--- config.mk ---
export PLATFORM = sky130hd
export DESIGN_NAME = ttx_acq_seq
export DESIGN_NICKNAME = d
export VERILOG_FILES = /design/src/rtl/ttx_acq_pkg.sv /design/src/rtl/ttx_hamm_dec.sv /design/src/rtl/ttx_fmt_map.sv /design/src/rtl/ttx_acq_seq.sv
export SDC_FILE = /design/constraint.sdc
export NUM_CORES = 1
export LEC_CHECK = 0
export BUFFER_PORTS_ARGS = -buffer_cell sky130_fd_sc_hd__buf_2
export CAP_MARGIN = 10
export CORE_MARGIN = 1.5
export CORE_UTILIZATION = 60
export CTS_CLUSTER_DIAMETER = 100
export CTS_CLUSTER_SIZE = 20
export DETAILED_ROUTE_END_ITERATION = 6
export GPL_TIMING_DRIVEN = 0
export PLACE_DENSITY_LB_ADDON = 0.05
export SLEW_MARGIN = 30
export SYNTH_ARGS = -nofsm -noshare
export SYNTH_HDL_FRONTEND = slang
export SYNTH_SLANG_ARGS = --single-unit
--- constraint.sdc ---
create_clock -name clk -period 4.93 [get_ports clk]
set_input_delay 0.493 -clock clk [delete_from_list [all_inputs] [get_ports clk]]
set_output_delay 0.493 -clock clk [all_outputs]
set_load 0.1 [all_outputs]
--- src/rtl/ttx_acq_pkg.sv ---
package ttx_acq_pkg;

  typedef enum logic [2:0] {
    PFX_NONE   = 3'd0,
    PFX_DLONG  = 3'd1,
    PFX_DMED   = 3'd2,
    PFX_DSHORT = 3'd3,
    PFX_NABTS  = 3'd4,
    PFX_UK     = 3'd5
  } pfx_t;

  typedef enum logic [3:0] {
    F_CH1, F_CH2, F_CH3, F_CI, F_FMT, F_PS, F_MR1, F_MR2, F_END
  } fld_t;

  typedef enum logic [1:0] {S_IDLE, S_PFX, S_DATA} st_t;

  localparam logic [6:0] SOH_CODE = 7'h01;
  localparam logic [6:0] RS_CODE  = 7'h1E;

  // Field order for each prefix layout
  function automatic fld_t field_at(input logic [2:0] p, input logic [2:0] k);
    fld_t f;
    f = F_END;
    case (p)
      PFX_DLONG:  case (k) 3'd0: f = F_CH1; 3'd1: f = F_CH2; 3'd2: f = F_CH3;
                           3'd3: f = F_CI;  3'd4: f = F_FMT; default: f = F_END; endcase
      PFX_DMED:   case (k) 3'd0: f = F_CH1; 3'd1: f = F_CH2; default: f = F_END; endcase
      PFX_DSHORT: case (k) 3'd0: f = F_CH1; 3'd1: f = F_FMT; default: f = F_END; endcase
      PFX_NABTS:  case (k) 3'd0: f = F_CH1; 3'd1: f = F_CH2; 3'd2: f = F_CH3;
                           3'd3: f = F_CI;  3'd4: f = F_PS;  default: f = F_END; endcase
      PFX_UK:     case (k) 3'd0: f = F_MR1; 3'd1: f = F_MR2; default: f = F_END; endcase
      default:    f = F_END;
    endcase
    return f;
  endfunction

  function automatic logic is_didon(input logic [2:0] p);
    return (p == PFX_DLONG) || (p == PFX_DMED) || (p == PFX_DSHORT);
  endfunction

endpackage

--- src/rtl/ttx_hamm_dec.sv ---
module ttx_hamm_dec (
  input  logic [7:0] code,
  output logic       ok,
  output logic [3:0] nib
);
  logic ca, cb, cc, cd;
  logic [3:0] raw;

  always_comb begin
    ca  = code[7] ^ code[5] ^ code[1] ^ code[0];
    cb  = code[7] ^ code[3] ^ code[2] ^ code[1];
    cc  = code[5] ^ code[4] ^ code[3] ^ code[1];
    cd  = ^code;
    raw = {code[7], code[5], code[3], code[1]};
    nib = raw;
    ok  = 1'b1;
    if (cd) begin
      ok = ca & cb & cc;
    end else begin
      case ({ca, cb, cc})
        3'b001:  nib = raw ^ 4'b1000;
        3'b010:  nib = raw ^ 4'b0100;
        3'b100:  nib = raw ^ 4'b0010;
        3'b000:  nib = raw ^ 4'b0001;
        default: nib = raw;
      endcase
    end
  end
endmodule

--- src/rtl/ttx_fmt_map.sv ---
module ttx_fmt_map #(
  parameter int LEN_W = 6
) (
  input  logic [3:0]       code,
  input  logic [1:0]       list,
  output logic [LEN_W-1:0] len
);
  always_comb begin
    if (code < 4'd4) len = LEN_W'(code);
    else             len = LEN_W'({code - 4'd3, 2'b00}) + LEN_W'(list);
  end
endmodule

--- src/rtl/ttx_acq_seq.sv ---
module ttx_acq_seq
  import ttx_acq_pkg::*;
#(
  parameter int LEN_W = 6
) (
  input  logic             clk,
  input  logic             rst_n,
  input  logic             cmd_reset,
  input  logic             line_start,
  input  logic             byte_vld,
  input  logic [7:0]       byte_in,
  input  logic [2:0]       cfg_prefix,
  input  logic             cfg_fast,
  input  logic             cfg_parity,
  input  logic             cfg_use_default,
  input  logic [1:0]       cfg_list,
  input  logic [3:0]       cfg_dig1,
  input  logic [3:0]       cfg_dig2,
  input  logic [3:0]       cfg_dig3,
  input  logic [LEN_W-1:0] cfg_deflen,
  output logic             wr_en,
  output logic [7:0]       wr_data,
  output logic             pkt_done
);

  st_t              st;
  logic [2:0]       k;
  logic [LEN_W-1:0] cnt, len_r;
  logic [7:0]       held, pend_byte;
  logic             pend_vld, page_flag, prev_soh;

  logic             h_ok;
  logic [3:0]       h_nib;
  logic [LEN_W-1:0] fmt_len;

  ttx_hamm_dec u_dec (.code(byte_in), .ok(h_ok), .nib(h_nib));
  ttx_fmt_map #(.LEN_W(LEN_W)) u_map (.code(h_nib), .list(cfg_list), .len(fmt_len));

  // Named events for the checker and the sequential logic
  fld_t             fld, fld_nx;
  logic             gate_open, chan_ok, pfx_done;
  logic             uk_start, nabts_start, didon_start;
  logic [4:0]       uk_row;
  logic [LEN_W-1:0] len_sel, len_go;
  logic [7:0]       data_st;

  always_comb begin
    fld         = field_at(cfg_prefix, k);
    fld_nx      = field_at(cfg_prefix, k + 3'd1);
    gate_open   = !cfg_fast || page_flag;
    uk_row      = {h_nib, held[3]};
    uk_start    = held[7] && h_ok && (uk_row == 5'd0);
    nabts_start = h_ok && h_nib[0];
    didon_start = is_didon(cfg_prefix) && prev_soh && (byte_in[6:0] == RS_CODE);
    len_sel     = (cfg_use_default || !h_ok) ? cfg_deflen : fmt_len;
    len_go      = (fld == F_FMT) ? len_sel : len_r;
    pfx_done    = (fld_nx == F_END);
    data_st     = cfg_parity ? {^byte_in, byte_in[6:0]} : byte_in;
    case (fld)
      F_CH1:   chan_ok = h_ok && (h_nib == cfg_dig1);
      F_CH2:   chan_ok = h_ok && (h_nib == cfg_dig2);
      F_CH3:   chan_ok = h_ok && (h_nib == cfg_dig3);
      F_MR1:   chan_ok = h_ok && (h_nib[2:0] == cfg_dig1[2:0]);
      default: chan_ok = 1'b1;
    endcase
  end

  always_ff @(posedge clk or negedge rst_n) begin
    if (!rst_n) begin
      st <= S_IDLE; k <= '0; cnt <= '0; len_r <= '0;
      held <= '0; pend_byte <= '0; pend_vld <= 1'b0;
      page_flag <= 1'b0; prev_soh <= 1'b0;
      wr_en <= 1'b0; wr_data <= '0; pkt_done <= 1'b0;
    end else if (cmd_reset) begin
      st <= S_IDLE; pend_vld <= 1'b0; page_flag <= 1'b0;
      wr_en <= 1'b0; pkt_done <= 1'b0;
    end else begin
      wr_en    <= pend_vld;
      pkt_done <= 1'b0;
      pend_vld <= 1'b0;
      if (pend_vld) wr_data <= pend_byte;
      if (line_start) begin
        k <= '0; len_r <= cfg_deflen; prev_soh <= 1'b0; held <= '0;
        if (field_at(cfg_prefix, 3'd0) == F_END) begin
          cnt <= cfg_deflen;
          st  <= (cfg_deflen == '0) ? S_IDLE : S_DATA;
          if (cfg_deflen == '0) pkt_done <= 1'b1;
        end else begin
          st <= S_PFX;
        end
      end else if (byte_vld && st == S_PFX) begin
        case (fld)
          F_MR1: held <= {h_ok, 3'b000, h_nib};
          F_CI: begin
            if (cfg_prefix == PFX_NABTS) held <= {h_ok, 3'b000, h_nib};
            else if (gate_open) begin wr_en <= 1'b1; wr_data <= {h_ok, 3'b000, h_nib}; end
          end
          F_FMT: begin
            len_r <= len_sel;
            if (gate_open) begin wr_en <= 1'b1; wr_data <= {h_ok, 1'b0, 6'(len_sel)}; end
          end
          F_PS: begin
            if (nabts_start) page_flag <= 1'b1;
            if (gate_open || nabts_start) begin
              wr_en <= 1'b1; wr_data <= held;
              pend_vld <= 1'b1; pend_byte <= {h_ok, 3'b000, h_nib};
            end
          end
          F_MR2: begin
            if (uk_start) page_flag <= 1'b1;
            if (gate_open || uk_start) begin
              wr_en <= 1'b1; wr_data <= held;
              pend_vld <= 1'b1; pend_byte <= {held[7] & h_ok, 2'b00, uk_row};
            end
          end
          default: ;
        endcase
        if (!chan_ok) begin
          st <= S_IDLE;
        end else if (pfx_done) begin
          cnt <= len_go;
          st  <= (len_go == '0) ? S_IDLE : S_DATA;
          if (len_go == '0) pkt_done <= 1'b1;
        end else begin
          k <= k + 3'd1;
        end
      end else if (byte_vld && st == S_DATA) begin
        if (gate_open) begin wr_en <= 1'b1; wr_data <= data_st; end
        if (didon_start) page_flag <= 1'b1;
        prev_soh <= (byte_in[6:0] == SOH_CODE);
        cnt <= cnt - 1'b1;
        if (cnt == LEN_W'(1)) begin
          st <= S_IDLE; pkt_done <= 1'b1;
        end
      end
    end
  end

endmodule

==> results of run 1 <==
synth_stat cells (4+ instances only):
library cell / number / area share (%)
a211oi_1: 6 / 1.1
a21o_1: 4 / 0.71
a21oi_1: 29 / 3.4
a222oi_1: 5 / 1.2
a31oi_1: 9 / 1.3
and2_1: 9 / 1.3
and3_1: 8 / 1.2
buf_2: 4 / 0.48
clkbuf_1: 24 / 2.1
dfrtp_1: 41 / 24
ha_1: 16 / 4.8
inv_1: 33 / 2.9
mux2_2: 9 / 2.4
mux2i_1: 16 / 3.8
nand2_1: 66 / 5.9
nand2b_1: 4 / 0.59
nand3_1: 10 / 1.2
nand4_1: 5 / 0.74
nor2_1: 56 / 5.0
nor2b_1: 9 / 1.3
nor3_1: 11 / 1.3
o211ai_1: 8 / 1.4
o21a_1: 5 / 0.89
o21ai_0: 29 / 3.4
o21ai_1: 6 / 0.71
o21bai_1: 4 / 0.71
o22ai_1: 7 / 1.0
o31ai_1: 9 / 1.6
o41ai_1: 9 / 1.9
or3_1: 4 / 0.59
xnor2_1: 16 / 3.3
xor2_1: 5 / 1.0
layer usage:
layer	wire length (microns)	track usage, %
met1	5391	47.98
met2	6047	58.81
met3	1109	5.429
met4	254	9.384
met5	0	0
power by group through the flow:
stage               sequential [W]  clock, W  combinational (W)
floorplan                 0.000604         0           0.000560
global placement          0.000464         0           0.000890
detailed placement        0.000469         0           0.000907
CTS                       0.000462  0.000228           0.000913
global route              0.000471  0.000241            0.00101
finish                    0.000463  0.000226           0.000936
cell families after synthesis:
kind of cell,Yosys count,share of synthesized area [%]
and+or+nand+nor,196,21.97
AOI/OAI and AO/OA,169,28.70
buffers and inverters,65,6.155
DFF,41,24.38
muxes,28,7.285
xor gates and xnor gates,26,6.750
adders and majority gates,16,4.758
worst paths after layout:
path | startpoint | to | slack [ps] | depth (start not counted)
worst max-delay path | byte_in[3] | pkt_done$_DFF_PN0_ | 160 | 16
max in group asynchronous | rst_n | len_r[5]$_DFFE_PN0P_ | 4390 | 1
worst max register to register | k[0]$_DFFE_PN0P_ | cnt[5]$_DFFE_PN0P_ | 590 | 11
worst min register to register | pend_byte[4]$_DFFE_PN0P_ | pend_byte[4]$_DFFE_PN0P_ | 480 | 2
worst min-delay path | rst_n | wr_data[3]$_DFFE_PN0N_ | 160 | 1
min in group clk | pend_byte[4]$_DFFE_PN0P_ | pend_byte[4]$_DFFE_PN0P_ | 480 | 2
layout make-up:
type	instances	area [sq um]
Inverter	35	133.9
Fill cell	628	2118
Multi-Input combinational cell	435	2940
Timing Repair Buffer	48	247.7
Sequential cell	41	1026
Clock buffer	7	86.33
Antenna cell	1	2.502
Buffer	28	118.9
Tap cell	96	120.1
stage by stage:
stage / TNS [ps] / setup WS, ps / hold slack, ps / instance area [sq um]
global route: 0 / 49.63 / 203.8 / 4673
finish: 0 / 161.1 / 158.0 / 4676
CTS: 0 / 43.29 / 372.3 / 4651
global placement: -2633 / -642.7 / 463.5 / 4558
detailed placement: -2848 / -652.6 / 462.8 / 4563
floorplan: 0 / 234.0 / 197.4 / 4208
state kept, by name, summed over array words and instances (netlist names):
| signal | count |
|---|---|
| wr_en | 1 |
| pkt_done | 1 |
| cnt | 6 |
| pend_byte | 6 |
| pend_vld | 1 |
| wr_data | 8 |
| len_r | 6 |
| k | 3 |
| prev_soh | 1 |
| st | 2 |
| held | 5 |
| page_flag | 1 |
critical path, stage by stage:
cell and delay, ps:
buf_2 200, inv_1 110, ha_1 300, xnor3_2 500
xnor3_2 310, or3b_4 410, mux2i_4 270, inv_4 130
ha_1 320, or4b_2 700, a32oi_1 220, nor2_1 140
o31a_1 330, nand4_1 150, o31ai_1 110, a41o_1 250
what timing repair did:
item | CTS | global route
buffers inserted | 0 | 2
resized for setup | 2 | 3
endpoints found under the setup margin | 5 | 2
pin swaps | 0 | 0
==> run summary, run 1 <==
The count of boundary I/O pins came out at between 40 and 50. The first-pass GRT wire length is between 20 and 25 mm. The count of input and output buffers came out at between 40 and 50. After layout, the minimum clock period comes to 4769 ps.

The worst setup path is captured at a flop. The async set-or-reset flop fraction in the synthesized netlist came out at 100.0%. In this run the remaining antenna-violating nets after routing total 0. After synthesis, the netlist uses 74 different library cells. The number of endpoints with negative hold slack in the final report came out at 0. The design draws roughly 0.0016 W. The floorplan step defined a die boundary enclosing around 0.0075 sq mm. The total iterations of the first detailed-routing run is 5. The HPWL reported at the end of detailed placement came out at roughly 9.8 mm. After clock tree synthesis, the clock-pin slew on the worst setup and hold paths is roughly 80 ps. The largest fanout on the critical path is 10. Combinational logic burns around 58% of the power. The number of placement rows is 30. For the worst setup path, the data arrival time is approximately 5000 ps. The area of the mapped netlist came out at between 0.004 and 0.005 sq mm. The count of max-cap constraint violations is 0. The fraction of final layout cells with drive strength greater than 1 came out at 14.81%. The total via count in the routed design came out at 4500. After synthesis, flip-flops and latches occupy between 20% and 30% of the total area. The register bit count reported by yosys came out at roughly 40. At the end of routability-driven placement, the weighted congestion stood at between 0.9 and 1. The area growth from synthesis to final layout came out at 11.12%. The later pin in the worst-skew pair is clocked with a latency of 300 ps. The total nets after synthesis came out at around 600. The number of DRC violations after detailed-routing iteration 0 came out at about 460.

Leaving out fill and tap cells, the most frequent cell in the layout is nand2_1. Setup repair after global routing left no endpoint under its margin. TritonCTS built the clock tree. After the last flow step, the layout net total stands at 649. The final standard cell count with taps included and fillers excluded came out at slightly below 700. The fraction of power spent switching nets came out at roughly 49%. The power density normalized to cell area came out at between 300 and 400 mW/mm^2. The H-tree depth is 2. The via count of the first global-routing pass is approximately 4200. The warning count from the yosys run is 0. The critical path is of the primary input to flop type.

The proportion of power drawn by flip-flops and latches is 28.5%. The utilization of the core after routing is 68.82%. The placed cell count came out at slightly below 700. The final routed wire length divided by cell count is approximately 19 microns.

The top cell types in the final layout, fill and taps aside, are nand2_1, nor2_1, buf_2. The per-instance average area after synthesis is around 8 sq um. In the routed design, unresolved DRC markers number 0. For the pin with the worst max-slew slack, the measured transition is around 810 ps. The number of instances in the synthesized netlist came out at 541. Global routing finished with a remaining overflow of 0. The headroom to the max-slew limit came out at between 40% and 50%.

The die is ~87 microns tall. The analysis attributes to net switching a power of about 0.00079 W. The CTS sink count came out at slightly above 40. The global routing usage summed across all routing layers is around 35%. The number of enable flip-flop cells after synthesis came out at 0.

The max-slew violation count came out at 0. The area of the core came out at 0.006794 sq mm. The internal power of the cells totals around 0.00083 W.

Entering global routing, the biggest net connects 42 pins. The fraction of the cycle the final worst path needs is 96.73%. The maximum frequency from static timing analysis is between 200 and 250 MHz. The required arrival time at the worst endpoint is 5120 ps.

The run finished with clean final reports. The worst clock skew came out at 8.415 ps. The sum of routed wire length over all layers came out at between 10 and 15 mm. The initial core utilization is 61.93%. Dividing the detail-routed via count by the number of cells gives about 6.5. The number of buffers inserted for hold repair after clock tree synthesis is 0. The worst setup path is launched from a primary input. The path class of the tightest hold or removal check is primary input to async pin. The maximum vdd ir drop is approximately 0.00025 V.

In the synthesized netlist the dominant register cell turns out to be dfrtp_1. The tree is rooted in a clkbuf_8. The number of antenna violations at the first check in global routing is 0. The horizontal extent of the die came out at between 80 and 90 microns. The number of buffers created by CTS came out at 5. The count of final setup violators is 0.

The leakage component of the power came out at 2.040 nW. The buffer levels on the longest clock path is 2. The clock network accounts for between 10% and 20% of the total power.
Power figures use the tool's default switching activity.
==> inputs of run 2 (changes only) <==
--- a/config.mk
+++ b/config.mk
@@ -8,11 +8,10 @@
 export BUFFER_PORTS_ARGS = -buffer_cell sky130_fd_sc_hd__buf_2
 export CAP_MARGIN = 10
 export CORE_MARGIN = 1.5
-export CORE_UTILIZATION = 60
+export CORE_UTILIZATION = 30
 export CTS_CLUSTER_DIAMETER = 100
 export CTS_CLUSTER_SIZE = 20
 export DETAILED_ROUTE_END_ITERATION = 6
-export GPL_TIMING_DRIVEN = 0
 export PLACE_DENSITY_LB_ADDON = 0.05
 export SLEW_MARGIN = 30
 export SYNTH_ARGS = -nofsm -noshare
==> run 2 against run 1 <==
Net effect: final area grew 2.3%; worst setup slack better by 420 ps; register-to-register slack gained 30 ps; clock skew shrank 3.0 ps; sequential power rose by 2%; utilization decreased by 34 points; total power rose by 8.1%; sequential share of layout area is 0.50 points lower; critical path depth unchanged; fmax is 9.6% higher; largest cell class unchanged; highest routed layer unchanged.
==> run summary, run 2 (synthesis gave the netlist of run 1 again) <==
The die area came out at roughly 0.015 sq mm. The final routed wire length divided by cell count is about 20 microns. The H-tree depth is 2. Summed over all layers, the routed wires come to 15.25 mm.

The worst hold margin is 186.5 ps. TritonCTS built the clock tree. By startpoint and endpoint, the worst setup path is classified as primary input to flop. Walking the worst path, the cells encountered are buf_2, inv_1, ha_1, xnor3_1, xnor3_1, or3b_4, mux2i_4, inv_4, ha_1, or4b_2, a32oi_1, nor2_1, o31a_1, nand4_1, o31ai_1, a41o_1. The initial core utilization is between 30% and 40%. The count of max-cap constraint violations came out at 0. Detailed placement finished with a half-perimeter wire length of about 12 mm. The number of placement rows is 43.

The area growth from synthesis to final layout is 13.71%. Leaving out fill and tap cells, the most frequent cell in the layout is nand2_1. The largest fanout on the critical path came out at 10.

The count of input and output buffers is 48. The total via count in the routed design came out at between 4000 and 5000. Dividing total power by cell area gives a power density of 367.2 mW/mm^2.

The antenna diode instance count came out at 0. The count of boundary I/O pins is 49. Of the cells placed in the final design, the portion with a size suffix greater than 1 is around 15%. The horizontal extent of the die came out at 121.4 microns. The minimum period implied by the final worst setup slack is 4353 ps. After detailed routing, the number of remaining DRC violations is 0. The headroom to the max-slew limit came out at between 50% and 60%. The core region is 0.01377 sq mm. The leakage component of the power came out at roughly 2.1 nW. The clock reaches the later pin of the worst-skew pair after 290 ps. The maximum frequency from static timing analysis came out at between 200 and 250 MHz.

The max-slew violation count came to 0. In this run the deepest clock path goes through 2 buffers. The global routing usage summed across all routing layers came out at between 20% and 30%. The tightest min-delay check is of the primary input to async pin type.

For the pin with the worst max-slew slack, the measured transition is about 700 ps. The via count of the first global-routing pass is 4112. More flip-flops sit in one register than any other, and that register is wr_data. The cell at the slowest stage of the critical path is or4b_2. The first global-routing pass estimated between 20 and 25 mm of wire.

In this run the vertical extent of the chip is ~120 microns. After clock tree synthesis, the flow added hold-fix buffers numbering 0. The buffer type at the clock tree root is clkbuf_16. The number of endpoints with negative hold slack in the final report is 0. The weighted congestion at the end of routability-driven global placement is between 0.8 and 0.9. The number of antenna violations at the first check in global routing is 0.

Setup violations remaining at the end of the flow were counted as 0. The summed negative setup slack over all endpoints came out at 0 ps. Clock-pin slew was measured on the worst setup and hold paths at roughly 60 ps. The number of resized instances in the post-cts repair step is 0. The via density per instance came out at roughly 5.5.

The run finished with clean final reports. The number of antenna-violating nets in the routed design came out at 0. The maximum number of pins on one net before global-route repair came out at 42. The element type at the critical path start is a primary input. The number of DRC violations after detailed-routing iteration 0 is roughly 220. Global routing finished with a remaining overflow of 0. The fraction of the cycle the final worst path needs is roughly nine tenths. The critical path arrival is 4530 ps. The post-CTS repair timing setup buffer count is 0. Setup repair after global routing left no endpoint under its margin. At the worst endpoint, the required time is around 5100 ps. The worst clock skew is around 5.4 ps. The maximum vdd ir drop is about 0.00012 V. The delay of the slowest cell on the worst path is a little under 700 ps. The number of flip-flops under the largest register name is 8. The library cells used most frequently in the layout, excluding fill and tap cells, are nand2_1, nor2_1, buf_2. The CTS sink count came out at just over 40.

The number of buffers created by CTS is 5. The first TritonRoute pass finished after 5 iterations. The final net count came out at 634. The nature of the critical path endpoint is a flop.
[run 2: cell types whose count changed in the layout (fill, tap and decap cells not counted), sizes merged]
cell,delta
clkbuf,-21
buf,+7
diode,-1
[run 2: per-layer routing]
layer  GRT usage, %  wire (microns)  up-vias
met5              0               0        -
met2          35.20            7095      100
met1          28.72            7279     2029
li1               -               -     2064
met4          6.103             354        0
met3          2.773             517       24
[run 2: layout make-up]
type / instances / area, sq um
well taps: 180 / 225.2
fillers: 1485 / 8989
clock buffers: 8 / 136.4
repair buffers: 61 / 340.3
flip-flops and latches: 41 / 1026
multi-input cells: 435 / 2923
inverters: 35 / 133.9
[run 2: critical path, delay by kind of cell]
| family | cells | cell delay [ps] |
|---|---|---|
| buffers and inverters | 3 | 330 |
| AOI/OAI and AO/OA | 4 | 880 |
| muxes | 1 | 210 |
| and+or+nand+nor | 4 | 1340 |
| adders and majority gates | 2 | 560 |
| xor gates and xnor gates | 2 | 720 |
[run 2: path summary, 6_finish.rpt]
path	slack (ps)	end	cells after the start	start
max in group asynchronous	4330	cnt[5]$_DFFE_PN0P_	1	rst_n
min reg2reg	480	pend_byte[2]$_DFFE_PN0P_	2	pend_byte[2]$_DFFE_PN0P_
max reg2reg	620	cnt[5]$_DFFE_PN0P_	11	k[0]$_DFFE_PN0P_
max	580	pkt_done$_DFF_PN0_	16	byte_in[2]
min in group clk	480	pend_byte[2]$_DFFE_PN0P_	2	pend_byte[2]$_DFFE_PN0P_
min	190	wr_en$_DFF_PN0_	1	rst_n
[run 2: per-stage QoR]
stage / power, W / cell area (sq um) / utilization, % / std cells / setup slack [ps]
2_1_floorplan: 0.001164 / 4208 / - / 541 / 234.0
3_3_place_gp: 0.001434 / 4646 / 33.73 / 752 / 379.5
3_5_place_dp: 0.001435 / 4648 / 33.75 / 752 / 293.6
4_1_cts: 0.001768 / 4785 / 34.74 / 760 / 593.7
5_1_grt: 0.001875 / 4785 / 34.74 / 760 / 335.3
6_report: 0.001757 / 4785 / 34.74 / 760 / 577.4
[run 2: where the power goes]
part | internal, W | leakage [nW] | switching [W]
sequential | 0.000404 | 0.522 | 0.0000669
combinational | 0.000326 | 1.48 | 0.000632
clock | 0.000189 | 0.0652 | 0.000139
total | 0.000919 | 2.07 | 0.000837
==> inputs of run 3 (changes only) <==
--- a/config.mk
+++ b/config.mk
@@ -5,13 +5,13 @@
 export SDC_FILE = /design/constraint.sdc
 export NUM_CORES = 1
 export LEC_CHECK = 0
-export BUFFER_PORTS_ARGS = -buffer_cell sky130_fd_sc_hd__buf_2
 export CAP_MARGIN = 10
 export CORE_MARGIN = 1.5
 export CORE_UTILIZATION = 30
-export CTS_CLUSTER_DIAMETER = 100
+export CTS_CLUSTER_DIAMETER = 30
 export CTS_CLUSTER_SIZE = 20
 export DETAILED_ROUTE_END_ITERATION = 6
+export DONT_BUFFER_PORTS = 1
 export PLACE_DENSITY_LB_ADDON = 0.05
 export SLEW_MARGIN = 30
 export SYNTH_ARGS = -nofsm -noshare
==> run 3 against run 2 <==
Net effect: wire length barely moved; sequential power rose by 33%; combinational power fell by 22%; largest power group unchanged; register-to-register slack improved by 60 ps; critical endpoint unchanged; non-clock buffer count fell by 49; utilization fell by 1.3 points; highest routed layer unchanged; critical path type unchanged; fmax rose by 2.2%; clock skew rose by 0.84 ps; via count fell by 4.1%; global-route usage fell by 0.19 points; total power rose by 2.8%.
==> run summary, run 3 (synthesis gave the netlist of run 1 again) <==
The run finished with clean final reports. For this run, global-route usage on met1 was measured as 28.42%. The minimum period implied by the final worst setup slack is ~4300 ps. The total via count in the routed design came out at between 4000 and 5000.

The die area came out at between 0.01 and 0.015 sq mm. The headroom to the max-slew limit came out at a little over a third. The count of final setup violators is 0. The largest fanout on the critical path is 7. At the worst endpoint, the arrival time is between 4000 and 5000 ps.

The DRC violation count after routing is 0. met2 is the most crowded layer. The summed negative setup slack over all endpoints came out at 0 ps. The maximum frequency from static timing analysis came out at 234.7 MHz. The register with the most flip-flops is wr_data. TritonCTS built the clock tree.

Fill cells in the final layout number 1542. The sum of routed wire length over all layers came out at roughly 15 mm. The total iterations of the first detailed-routing run is 5. The maximum number of pins on one net before global-route repair came out at 42.

The number of antenna-violating nets in the routed design came out at 0. The number of buffers created by CTS came out at 5. The number of endpoints with negative hold slack in the final report came out at 0. Across the run, the number of max-cap violations was 0. The area growth from synthesis to final layout is 9.515%. The total power after layout is between 0.0015 and 0.002 W.

At the pin with the least slew margin, the transition time is ~1000 ps. CTS saw between 40 and 50 sinks. The clock network is responsible for between 20% and 30% of the overall power. The weighted congestion at the end of routability-driven global placement is between 0.8 and 0.9.

The net switching power is between 0.0008 and 0.0009 W. The initial core utilization came out at 30.55%. The proportion of power drawn by flip-flops and latches came out at 34.6%. The number of gates resized after CTS was 0. Clock-pin slew was measured on the worst setup and hold paths at approximately 70 ps. Setup repair after global routing left no endpoint under its margin. In the final layout, the share of cells above drive strength 1 is 8.098%. Of the total power, combinational logic draws a little over 40%. In this run the worst hold path is classified as primary input to async pin. The H-tree was split into 2 levels.

In this run switching power makes up around 45% of total power. The area taken by flip-flops and latches came out at around 0.0010 sq mm. The final net count came out at a little under 600.

The via density per instance is between 5 and 6. The total overflow reported by the global router is 0. The cell-internal power came out at ~0.001 W. The area taken by multi-input logic gates is 0.002923 sq mm. The maximum vdd ir drop is ~0.00013 V. The buffer levels on the longest clock path came out at 2. At the worst endpoint, the required time is roughly 5000 ps.

In the global route stage, met3 resource usage came out at 3.618%. The library cell used most frequently in the layout, excluding fill and tap cells, is nand2_1. The register with the most flip-flops in the layout has 8 of them. The max-slew violation count is 0.

The antenna diode instance count is 0. The utilization of the core after routing is 33.46%. The number of placement rows came out at 43. The worst clock skew came out at between 6 and 7 ps. The count of boundary I/O pins is 49.

The startpoint identified for the worst register-to-register timing path is k[0]$_DFFE_PN0P_. The horizontal extent of the die is ~120 microns. In this run the cell area measured after placement is between 0.004 and 0.005 sq mm. The fraction of met2 tracks used by global routing came out at 34.96%. The HPWL reported at the end of detailed placement came out at between 10 and 15 mm. The top cell types in the final layout, fill and taps aside, are nand2_1, nor2_1, dfrtp_1. The via count of the first global-routing pass is approximately 4000. The worst hold margin is roughly 23 ps.

For this design the static power due to leakage is 1.901 nW. In the finished design, the share of the clock period the worst path needs comes to 86.42%. The nature of the critical path endpoint is a flop.

The area of the core is between 0.01 and 0.015 sq mm. The number of DRC violations after detailed-routing iteration 0 came out at roughly 190. The final routed wire length divided by cell count is 21.44 microns. The final design instance area without fill came out at 0.004608 sq mm. The first global-routing pass estimated 23.60 mm of wire. The worst-skew pair later-pin latency is just under 300 ps. The number of antenna violations at the first check in global routing is 0. The start point of the critical path is byte_in[3].

The count of buffers added on input and output ports is 0. The critical path is of the primary input to flop type. The post-CTS repair timing setup buffer count is 0. In the global route stage, overall resource usage came out at between 20% and 30%. The power density normalized to cell area came out at about 390 mW/mm^2. The element type at the critical path start is a primary input. The tree is rooted in a clkbuf_16. From bottom edge to top edge, the die measures about 120 microns.
==> run 3: changes by cell type in the layout (fill, tap and decap cells not counted) <==
cell,previous run,this run
clkbuf_1,3,0
buf_16,0,1
buf_2,47,0
bufinv_16,0,2
buf_4,14,11
clkinv_2,0,1
==> run 3: stage by stage <==
stage | setup WS [ps] | cells
global route | 306.2 | 711
CTS | 658.5 | 711
floorplan | 234.0 | 541
detailed placement | 377.1 | 702
global placement | 466.9 | 702
finish | 669.5 | 711
==> run 3: cell type report <==
cell class | instances | share of cell area [%]
Tap cell | 180 | 4.887
Sequential cell | 41 | 22.26
Clock buffer | 5 | 2.715
Multi-Input combinational cell | 435 | 63.43
Inverter | 35 | 2.905
Clock inverter | 3 | 1.412
Timing Repair Buffer | 12 | 2.389
==> run 3: critical path, cell delays in order <==
cell and delay (ps):
inv_1 40, ha_1 280, xnor3_1 500, xnor3_1 350
or3b_4 430, mux2i_4 220, inv_4 40, ha_1 270
or4b_2 680, a32oi_1 210, nor2_1 100, o31a_1 320
nand4_1 140, o31ai_1 100, a41o_1 250
==> run 3: timing repair <==
| action | 4_1_cts | 5_1_grt |
|---|---|---|
| endpoints found under the setup margin | 0 | 0 |
| hold buffers | 1 | 0 |
| hold endpoints to repair | 41 | 0 |
==> run 3: power groups by stage <==
stage | registers, W | clock network, W | logic [W]
2_1_floorplan | 0.000604 | 0 | 0.000560
3_3_place_gp | 0.000633 | 0 | 0.000731
3_5_place_dp | 0.000634 | 0 | 0.000729
4_1_cts | 0.000627 | 0.000449 | 0.000744
5_1_grt | 0.000638 | 0.000460 | 0.000824
6_report | 0.000625 | 0.000438 | 0.000743
==> run 3: layer usage <==
metal,vias to the layer above,part of all wire (%)
met5,-,0
met4,0,1.5
met3,15,5.4
met2,103,47
met1,1964,46
li1,1960,-
==> run 3: worst paths after layout <==
kind	to	slack, ps	cells after the start
setup / recovery	pkt_done$_DFF_PN0_	670	15
hold / removal	wr_data[6]$_DFFE_PN0N_	20	1
setup reg to reg	cnt[5]$_DFFE_PN0P_	680	10
hold reg to reg	pend_byte[1]$_DFFE_PN0P_	480	2
max in group asynchronous	cnt[5]$_DFFE_PN0P_	4680	1
min in group clk	page_flag$_DFFE_PN0P_	270	1
